<file path="src/rtl/regbank_pkg.sv">
// Shared definitions for the banked register file: the operating mode
// encoding and the number of modes that own a private upper group.
package regbank_pkg;

    typedef enum logic [1:0] {
        MODE_USER  = 2'd0,
        MODE_SUPER = 2'd1,
        MODE_IRQ   = 2'd2,
        MODE_RSVD  = 2'd3
    } cpu_mode_e;

    localparam int NUM_MODES = 3;

endpackage

</file>
<file path="src/rtl/regbank_mode.sv">
// Mode tracker. Holds the current operating mode and decides whether a
// switch request is legal (target below NUM_MODES).
// Assumes: synchronous active-low reset, after which the mode is supervisor.
module regbank_mode
    import regbank_pkg::*;
(
    input  logic       clk,
    input  logic       rst_n,
    input  logic       sw_req,
    input  logic [1:0] sw_mode,
    output logic [1:0] mode_o,
    output logic       accept_o
);

    logic [1:0] mode_q;

    // A request is accepted only when its target names a real mode.
    assign accept_o = sw_req && (sw_mode < 2'(NUM_MODES));
    assign mode_o   = mode_q;

    // Load the target mode on an accepted request; reset to supervisor.
    always_ff @(posedge clk) begin
        if (!rst_n)
            mode_q <= MODE_SUPER;
        else if (accept_o)
            mode_q <= sw_mode;
    end

    assert_mode_follows_R6: assert property (@(posedge clk) disable iff (!rst_n)
        accept_o |=> (mode_o == $past(sw_mode)));

    assert_mode_holds_R9: assert property (@(posedge clk) disable iff (!rst_n)
        !sw_req |=> $stable(mode_o));

    assert_rsvd_ignored_R8: assert property (@(posedge clk) disable iff (!rst_n)
        (sw_req && sw_mode == MODE_RSVD) |=> $stable(mode_o));

    assert_mode_legal_R1: assert property (@(posedge clk) disable iff (!rst_n)
        mode_o != MODE_RSVD);

endmodule

</file>
<file path="src/rtl/regbank_shared.sv">
// Shared lower register set, seen identically by all modes.
// One write port, two combinational read ports. Index values at or above
// NUM_ENT read as zero and never write; the caller routes those elsewhere.
module regbank_shared #(
    parameter int DATA_W  = 32,
    parameter int NUM_ENT = 12,
    parameter int IDX_W   = 4
) (
    input  logic              clk,
    input  logic              rst_n,
    input  logic              wr_en,
    input  logic [IDX_W-1:0]  wr_idx,
    input  logic [DATA_W-1:0] wr_data,
    input  logic [IDX_W-1:0]  rd_idx_a,
    input  logic [IDX_W-1:0]  rd_idx_b,
    output logic [DATA_W-1:0] rd_a,
    output logic [DATA_W-1:0] rd_b
);

    logic [DATA_W-1:0] regs_q [NUM_ENT];

    // Store the write data into the addressed entry; clear all on reset.
    always_ff @(posedge clk) begin
        for (int i = 0; i < NUM_ENT; i++) begin
            if (!rst_n)
                regs_q[i] <= '0;
            else if (wr_en && wr_idx == IDX_W'(i))
                regs_q[i] <= wr_data;
        end
    end

    // Select the two read values by comparing against each entry.
    always_comb begin
        rd_a = '0;
        rd_b = '0;
        for (int i = 0; i < NUM_ENT; i++) begin
            if (rd_idx_a == IDX_W'(i)) rd_a = regs_q[i];
            if (rd_idx_b == IDX_W'(i)) rd_b = regs_q[i];
        end
    end

    for (genvar g = 0; g < NUM_ENT; g++) begin : g_hold
        assert_shared_hold_R5: assert property (@(posedge clk) disable iff (!rst_n)
            !(wr_en && wr_idx == IDX_W'(g)) |=> $stable(regs_q[g]));
    end

endmodule

</file>
<file path="src/rtl/regbank_bank.sv">
// One mode's private upper group. The last two entries are the link
// register and stack pointer. A save loads both of them on one edge and
// takes priority over an ordinary write to this group.
module regbank_bank #(
    parameter int DATA_W  = 32,
    parameter int NUM_ENT = 4,
    parameter int IDX_W   = 2
) (
    input  logic                            clk,
    input  logic                            rst_n,
    input  logic                            wr_en,
    input  logic [IDX_W-1:0]                wr_idx,
    input  logic [DATA_W-1:0]               wr_data,
    input  logic                            save_en,
    input  logic [DATA_W-1:0]               save_lr,
    input  logic [DATA_W-1:0]               save_sp,
    output logic [NUM_ENT-1:0][DATA_W-1:0]  regs_o
);

    localparam int LR_IDX = NUM_ENT - 2;
    localparam int SP_IDX = NUM_ENT - 1;

    logic [NUM_ENT-1:0][DATA_W-1:0] regs_q;

    assign regs_o = regs_q;

    // Apply a save (link + stack) or else an ordinary write; reset to zero.
    always_ff @(posedge clk) begin
        if (!rst_n) begin
            regs_q <= '0;
        end else if (save_en) begin
            regs_q[LR_IDX] <= save_lr;
            regs_q[SP_IDX] <= save_sp;
        end else if (wr_en) begin
            regs_q[wr_idx] <= wr_data;
        end
    end

    assert_save_pair_R6: assert property (@(posedge clk) disable iff (!rst_n)
        save_en |=> (regs_q[LR_IDX] == $past(save_lr)) && (regs_q[SP_IDX] == $past(save_sp)));

    assert_save_keeps_low_R9: assert property (@(posedge clk) disable iff (!rst_n)
        save_en |=> $stable(regs_q[0]) && $stable(regs_q[1]));

endmodule

</file>
<file path="src/rtl/banked_regfile.sv">
// Top of the banked register file. Routes register numbers below
// SHARED_REGS to the shared set and the rest to the current mode's private
// group. Turns an accepted switch request into a save in the target group.
// Assumes: BANKED_REGS >= 2, so the link and stack registers exist.
module banked_regfile
    import regbank_pkg::*;
#(
    parameter int DATA_W      = 32,
    parameter int NUM_REGS    = 16,
    parameter int BANKED_REGS = 4
) (
    input  logic                            clk,
    input  logic                            rst_n,
    input  logic [$clog2(NUM_REGS)-1:0]     rd_addr_a,
    output logic [DATA_W-1:0]               rd_data_a,
    input  logic [$clog2(NUM_REGS)-1:0]     rd_addr_b,
    output logic [DATA_W-1:0]               rd_data_b,
    input  logic                            wr_en,
    input  logic [$clog2(NUM_REGS)-1:0]     wr_addr,
    input  logic [DATA_W-1:0]               wr_data,
    input  logic                            sw_req,
    input  logic [1:0]                      sw_mode,
    input  logic [DATA_W-1:0]               sw_ret,
    output logic [1:0]                      cur_mode
);

    localparam int ADDR_W      = $clog2(NUM_REGS);
    localparam int SHARED_REGS = NUM_REGS - BANKED_REGS;
    localparam int BIDX_W      = $clog2(BANKED_REGS);
    localparam int LR_IDX      = BANKED_REGS - 2;
    localparam int SP_IDX      = BANKED_REGS - 1;

    logic                                  accept;
    logic                                  wr_live;
    logic                                  wr_hi;
    logic [BIDX_W-1:0]                     wr_bidx;
    logic [DATA_W-1:0]                     sh_rd_a, sh_rd_b;
    logic [DATA_W-1:0]                     caller_sp;
    logic [BANKED_REGS-1:0][DATA_W-1:0]    bank_regs [NUM_MODES];
    logic [BANKED_REGS-1:0][DATA_W-1:0]    cur_bank;
    logic [NUM_MODES-1:0]                  bank_wr;
    logic [NUM_MODES-1:0]                  bank_save;

    regbank_mode u_mode (
        .clk      (clk),
        .rst_n    (rst_n),
        .sw_req   (sw_req),
        .sw_mode  (sw_mode),
        .mode_o   (cur_mode),
        .accept_o (accept)
    );

    // A switch save wins over the ordinary write presented with it.
    assign wr_live = wr_en && !accept;
    assign wr_hi   = wr_addr >= ADDR_W'(SHARED_REGS);
    assign wr_bidx = BIDX_W'(wr_addr - ADDR_W'(SHARED_REGS));

    regbank_shared #(
        .DATA_W  (DATA_W),
        .NUM_ENT (SHARED_REGS),
        .IDX_W   (ADDR_W)
    ) u_shared (
        .clk      (clk),
        .rst_n    (rst_n),
        .wr_en    (wr_live && !wr_hi),
        .wr_idx   (wr_addr),
        .wr_data  (wr_data),
        .rd_idx_a (rd_addr_a),
        .rd_idx_b (rd_addr_b),
        .rd_a     (sh_rd_a),
        .rd_b     (sh_rd_b)
    );

    for (genvar m = 0; m < NUM_MODES; m++) begin : g_bank
        assign bank_wr[m]   = wr_live && wr_hi && (cur_mode == 2'(m));
        assign bank_save[m] = accept && (sw_mode == 2'(m));

        regbank_bank #(
            .DATA_W  (DATA_W),
            .NUM_ENT (BANKED_REGS),
            .IDX_W   (BIDX_W)
        ) u_bank (
            .clk     (clk),
            .rst_n   (rst_n),
            .wr_en   (bank_wr[m]),
            .wr_idx  (wr_bidx),
            .wr_data (wr_data),
            .save_en (bank_save[m]),
            .save_lr (sw_ret),
            .save_sp (caller_sp),
            .regs_o  (bank_regs[m])
        );
    end

    // Pick the private group that belongs to the current mode.
    always_comb begin
        cur_bank = '0;
        for (int m = 0; m < NUM_MODES; m++)
            if (cur_mode == 2'(m)) cur_bank = bank_regs[m];
    end

    assign caller_sp = cur_bank[SP_IDX];

    // Route each read port to the shared set or the current group.
    always_comb begin
        rd_data_a = (rd_addr_a < ADDR_W'(SHARED_REGS)) ? sh_rd_a
                  : cur_bank[BIDX_W'(rd_addr_a - ADDR_W'(SHARED_REGS))];
        rd_data_b = (rd_addr_b < ADDR_W'(SHARED_REGS)) ? sh_rd_b
                  : cur_bank[BIDX_W'(rd_addr_b - ADDR_W'(SHARED_REGS))];
    end

    assert_switch_view_R6: assert property (@(posedge clk) disable iff (!rst_n)
        accept |=> (cur_bank[LR_IDX] == $past(sw_ret)) && (cur_bank[SP_IDX] == $past(caller_sp)));

    assert_no_dual_R7: assert property (@(posedge clk) disable iff (!rst_n)
        (bank_save & bank_wr) == '0);

    assert_one_save_R6: assert property (@(posedge clk) disable iff (!rst_n)
        $onehot0(bank_save));

endmodule

</file>
<file path="config.mk">
export PLATFORM = sky130hd
export DESIGN_NAME = banked_regfile
export DESIGN_NICKNAME = d
export VERILOG_FILES = /design/src/rtl/regbank_pkg.sv /design/src/rtl/regbank_mode.sv /design/src/rtl/regbank_shared.sv /design/src/rtl/regbank_bank.sv /design/src/rtl/banked_regfile.sv
export SDC_FILE = /design/constraint.sdc
export NUM_CORES = 2
export LEC_CHECK = 0
export ABC_AREA = 1
export BUFFER_PORTS_ARGS = -buffer_cell sky130_fd_sc_hd__buf_2
export CORE_MARGIN = 5
export CORE_UTILIZATION = 45
export CTS_CLUSTER_DIAMETER = 80
export DETAILED_ROUTE_END_ITERATION = 6
export PLACE_DENSITY = 0.71
export SYNTH_ARGS = -nofsm -noshare
export SYNTH_HDL_FRONTEND = slang
export SYNTH_SLANG_ARGS = --single-unit
</file>
<file path="constraint.sdc">
create_clock -name clk -period 4.5 [get_ports clk]
set_input_delay 1.125 -clock clk [delete_from_list [all_inputs] [get_ports clk]]
set_output_delay 1.125 -clock clk [all_outputs]
set_load 0.02 [all_outputs]
</file>
; ---- Word level (Yosys, flattened, before mapping)
; Memories as Yosys holds them, arrays and structs flattened.
; Index checks and enable logic that the tools add are counted.
[word_totals]
elab_cells = 206
inputBits = 82
reg_bits = 386
memories = 1
ramBits = 384
out_inout_bits = 66
[memory_table]
columns = memory, depth, word_bits, rd, rd_clocked_by_memory_dff, wr, line_no
row1 = u_shared.regs_q, 12, 32, 12, 0, 12, regbank_shared.sv:20  ; logic [DATA_W-1:0] regs_q [NUM_ENT];
[op_classes]
mux = 93
n_lt_le_gt_ge = 8
n_eq_ne = 37
reduce_logical = 36
bitwise_logic = 15
n_addsub = 3
[ops]
columns = operator, n
row1 = 32-bit 2-to-1 mux, 41
row2 = 128-bit 2-to-1 mux, 6
row3 = 128-bit bitwise mux, 3
row4 = 64-bit 2-to-1 mux, 3
row5 = 32-bit binary-select mux with 2-bit select, 2
row6 = 32-bit demux with 2-bit select, 1
row7 = 4-bit by 3-bit equality test with 1-bit output (second input constant), 12
row8 = 4-bit equality test (second input constant), 12
row9 = 1-bit 2-to-1 mux, 37
row10 = 4-bit by 2-bit equality test with 1-bit output (second input constant), 6
row11 = 1-bit logical AND, 23
row12 = 4-bit by 1-bit equality test with 1-bit output (second input constant), 3
row13 = 4-bit zero test, 3
row14 = 1-bit bitwise OR, 12
row15 = 2-bit by 3-bit less-than comparator with 1-bit output (second input constant), 3
row16 = 4-bit less-than comparator (second input constant), 2
row17 = 2-bit AND reduction, 3
row18 = 2-bit nonzero test, 3
row19 = 2-bit by 1-bit subtractor with 2-bit output (second input constant), 3
row20 = 2-bit by 1-bit equality test with 1-bit output (second input constant), 2
row21 = 2-bit equality test (second input constant), 2
row22 = 4-bit >= comparator (second input constant), 1
row23 = 2-bit zero test, 2
row24 = 1-bit inverter, 3
row25 = other kinds (3), 4

; ---- Depth between registers and ports, before layout
[logic_depth]
ltp_word = 14
ltp_mapped = 12

; ---- Hierarchy
; A second synthesis with hierarchy kept.
[unflattened]
hier_cells = 6135
hier_area_um2 = 42838.6
[modules_own_cells]
columns = module, area_each_um2, cells_each, seq_area_each_um2, n_inst
row1 = regbank_shared, 20181.9, 2455, 11531.1, 1
row2 = regbank_bank, 5537.8, 813, 2562.5, 3
row3 = banked_regfile, 5952.0, 1228, 0.0, 1
row4 = regbank_mode, 91.3, 13, 40.0, 1

; ---- Worst setup path after synthesis
; Ideal clock, no wire load.
[synth_timing]
path_type = input to register
from = input sw_mode[0]
to = memory u_shared.regs_q[4][0] (netlist: u_shared.regs_q[1][0]), enable pin
t_required_ns = 4.030
slack_ns = -0.246
stages = 7
arrival_ns = 4.276
cell_sequence = inv_1 -> nand2_2 -> nand2_1 -> nor2_2 -> clkbuf_1 -> nand2_1 -> o31ai_1
[synth_lines]
columns = item, line_no
row1 = "start, declared", banked_regfile.sv:22  ; input logic [1:0] sw_mode,
row2 = "end, declared", regbank_shared.sv:20

; ---- Final worst setup path
[layout_timing]
from = register u_mode.mode_q[0] (netlist: u_mode.mode_o[0])
to = output rd_data_a[17]
[layout_between]
elab_chain_len = 7
[layout_lines]
columns = item, line_no
row1 = "start, declared", regbank_mode.sv:15  ; logic [1:0] mode_q;
row2 = "start signal, assigned", regbank_mode.sv:26  ; mode_q <= sw_mode;
row3 = 2-bit zero test, banked_regfile.sv:99  ; if (cur_mode == 2'(m)) cur_bank = bank_regs[m];
row4 = 128-bit 2-to-1 mux (2 in a row), banked_regfile.sv:99
row5 = 128-bit 2-to-1 mux (*), banked_regfile.sv:99
row6 = 32-bit binary-select mux with 2-bit select (*), banked_regfile.sv:107  ; : cur_bank[BIDX_W'(rd_addr_a - ADDR_W'(SHARED_REGS))];
row7 = 32-bit 2-to-1 mux (implied by the code) (*), banked_regfile.sv:107
row8 = 32-bit 2-to-1 mux (*), banked_regfile.sv:106  ; rd_data_a = (rd_addr_a < ADDR_W'(SHARED_REGS)) ? sh_rd_a
row9 = "end, declared", banked_regfile.sv:15  ; output logic [DATA_W-1:0] rd_data_a,
; Every way passes the cells marked *; elsewhere a longest branch is shown, timed or not. The select of a mux whose other input is x is not followed.

==> results summary <==
The CTS sink count came out at 770. The number of cell rows is 107. The detailed-route wire length is 138000 um.

CTS placed an instance of clkbuf_16 at the clock tree root. The depth of the CTS H-tree came out at 3. The proportion of register bits with asynchronous set or reset after synthesis is 0%. The source of the worst register-to-register timing path is u_mode.mode_o[1]. The library cell used most frequently in the layout, excluding fill and tap cells, is nand2_1. The final setup skew is 0.0185 ns.

Routability-driven placement finished with a final weighted congestion of 0.948. The effective utilization at floorplan came out at 45.3%. The worst setup path is captured at an output port. The worst hold slack after final layout is 0.456 ns. Counting flops with a built-in enable in the synthesized netlist gives 384. The net switching power is 4.29 mW. The count of state elements after synthesis came out at 770. The number of global-route vias before repair is 34000.

The signal arrival time at the worst endpoint is 3.35 ns. The post-route antenna net violation count came out at 0. The switching power share of the total came out at 26.1%. The tool flagged a number of max-cap violations equal to 0.

The source of the critical timing path is u_mode.mode_o[0]. Setup slack closes at 0.0262 ns. The quantity of I/O buffers inserted on ports is 147. Synthesis handed over a netlist of 5099 instances. The pin slew with the least headroom to its limit came out at 1.11 ns. Cells fill 51.4% of the core in the end. The global-route wire length before repair came out at 208000 um. The combined global-route utilization of all metal layers came out at 29.0%.

In this run the cell area of the synthesized design comes to 38500 sq um. The via count normalized by instance count is 5.92. OpenSTA, run right after detailed placement, puts the worst setup slack at 0.0639 ns. A synthesized cell averages 7.55 sq um. For this design the ratio of total power to cell area is 376 nW/um^2. The synthesized net count came out at 5181. After detailed routing, the average wire length per cell comes to 22.0 um. The part of the power in registers came out at 47.0%. The total count of max-transition violations in the final report was 0. The number of buffers on the longest clock path came out at 3. The remaining max-slew budget at the tightest pin came out at 26.3%. The total half-perimeter wirelength after legalization and detailed placement came out at 93800 um. The fmax is 224 MHz. The checks that failed: DRC.

The global-route congestion overflow total is 0. Of all nets on the critical path, the largest fanout is 22. The proportion of synthesized chip area in sequential cells is 50.0%. The area growth from synthesis to layout is 13.6%. STA classifies the critical path startpoint as a flip-flop. The worst setup path is of the flip-flop to output port kind.

The die span in y is 303 um. The required time at the endpoint of the critical path is 3.38 ns. The share of total power dissipated in the clock network is 42.5%.

The number of warnings reported in the yosys synthesis log is 0. The number of setup violations in the final report came out at 0. Leaving out fill and tap cells, the most frequent cells in the layout are nand2_1 (1410), nor2_1 (581), nand3_1 (514), dfxtp_1 (384), edfxtp_1 (384).

The die is 303 um wide. The run finished, with violations left. The core footprint came out at 85000 sq um. TritonCTS created 82 clock buffers. The DRC violations left came out at 5. The peak ir drop on the vdd network is 0.286 mV.

Among all flip-flop cells after synthesis, the most frequent one is dfxtp_1. The number of hold-slack violations in the final timing report is 0. The net total in the final layout is 5170. For this design the static power due to leakage is 16.3 nW. The start point of the worst min-delay path is g_bank[2].u_bank.regs_o[3].

Setup repair after global routing left no endpoint under its margin. The quantity of hold-fixing buffers added after cts is 0. TritonCTS built the clock tree. The cell internal power dissipation is 12.2 mW.

The floorplan step defined a die boundary enclosing 91500 sq um. The number of antenna violations at the first check in global routing is 16. Entering global routing, the biggest net connects 131 pins. During I/O placement, the number of pins put on the boundary was 148. For this block, the initial DRC count from the detailed router was 4990. After clock tree synthesis, the clock-pin slew on the worst setup and hold paths is 0.06 ns. The worst hold path belongs to the class flip-flop to flip-flop.

The number of different library cells in the post-synthesis netlist came out at 32. The share of final-layout standard cells stronger than drive strength 1 came out at 10.6%. The logic gate share of total power is 10.4%. The via count of the routed design is 37300. The clock reaches the later pin of the worst-skew pair after 0.64 ns. The length of the first detailed-routing pass in iterations is 7.

The post-route clock period utilization is 99.4%. The shortest clock period the worst path allows after layout came out at 4.47 ns.
cell families (layout without fill, tap and decap cells):
kind of cell | after synthesis | in the layout | synth area share [%]
other cells | 0 | 8 | 0
compound gates | 882 | 882 | 12.8
flops | 770 | 770 | 50.0
simple gates | 2756 | 2757 | 30.0
buf+inv | 691 | 745 | 7.16
worst max-delay path, cell delays in order, from the launching register on:
cell and delay (ns):
dfxtp_2 0.42, inv_1 0.19, nor2_4 0.08, buf_12 0.16, buf_4 0.23, nand2_1 0.09, nand3_1 0.25, a22o_1 0.31
o21ai_0 0.39, nand3_1 0.32, buf_2 0.25
sequential cells by signal, indices dropped and copies added (netlist names):
| name | flops |
|---|---|
| u_mode.mode_o | 2 |
| u_shared.regs_q | 384 |
| g_bank.u_bank.regs_o | 384 |
per-stage QoR:
stage / setup TNS, ns / power, mW / cell area [sq um] / instances
after CTS: -0.0502 / 16.4 / 43600 / 6290
after floorplan: -19.18 / 8.77 / 38500 / 5099
after global placement: 0 / 9.51 / 40800 / 6137
final: 0 / 16.5 / 43700 / 6306
after detailed placement: 0 / 9.53 / 40800 / 6137
after global routing: 0 / 16.9 / 43700 / 6304
final cells by class:
cell class,instances,area [sq um]
Fill cell,7966,41300
Clock inverter,23,294
Sequential cell,770,19300
Timing Repair Buffer,319,2450
Multi-Input combinational cell,3639,16800
Clock buffer,127,2450
Antenna cell,8,20.0
Tap cell,1144,1430
Inverter,276,1040
path summary, 6_finish.rpt:
path	slack, ns	depth (start not counted)	endpoint
worst max-delay path	0.03	10	rd_data_a[17]
worst min-delay path	0.46	2	g_bank[2].u_bank.regs_o[3]
worst max register to register	1.65	9	g_bank[1].u_bank.regs_o[94]
worst min register to register	0.46	2	g_bank[2].u_bank.regs_o[3]
power groups by stage:
stage          clock network [mW]  logic, mW  registers [mW]
2_1_floorplan                   0      0.928            7.84
3_3_place_gp                    0       1.65            7.87
3_5_place_dp                    0       1.66            7.88
4_1_cts                      7.04       1.66            7.73
5_1_grt                      7.34       1.81            7.76
6_report                     7.00       1.72            7.74
per-layer routing:
| layer | track usage (%) | wire (um) | part of all wire [%] | vias to the layer above |
|---|---|---|---|---|
| met5 | 0 | 0 | 0 | - |
| met4 | 11.5 | 6220 | 4.5 | 0 |
| met3 | 5.92 | 16200 | 12 | 398 |
| met2 | 45.2 | 61700 | 45 | 2372 |
| met1 | 39.9 | 54400 | 39 | 17400 |
| li1 | - | - | - | 17200 |
Yosys cell counts, types with 6 or more instances:
master	count	area, sq um
nor2_2	6	37.5
a22o_1	33	289
nor2_1	605	2270
inv_1	247	927
a31oi_1	183	1140
clkbuf_1	282	1060
nand2_1	1414	5310
buf_2	106	531
a21oi_1	323	1620
o211ai_1	32	240
dfxtp_1	386	7730
nand3_1	515	2580
buf_1	17	63.8
nand4_1	158	988
nor3_1	8	40.0
or2_2	41	257
o22ai_1	16	100
a32oi_1	9	78.8
o221ai_1	7	61.3
clkinv_1	25	93.8
o21ai_0	269	1350
buf_4	7	52.6
edfxtp_1	384	11500
repair_timing:
action / CTS / global route
buffers inserted: 3 / 7
setup endpoints to repair: 12 / 21
cloned: 0 / 1
pin swaps: 1 / 3
gates resized for setup: 8 / 9
No activity file was read; power rests on OpenSTA's default activity.
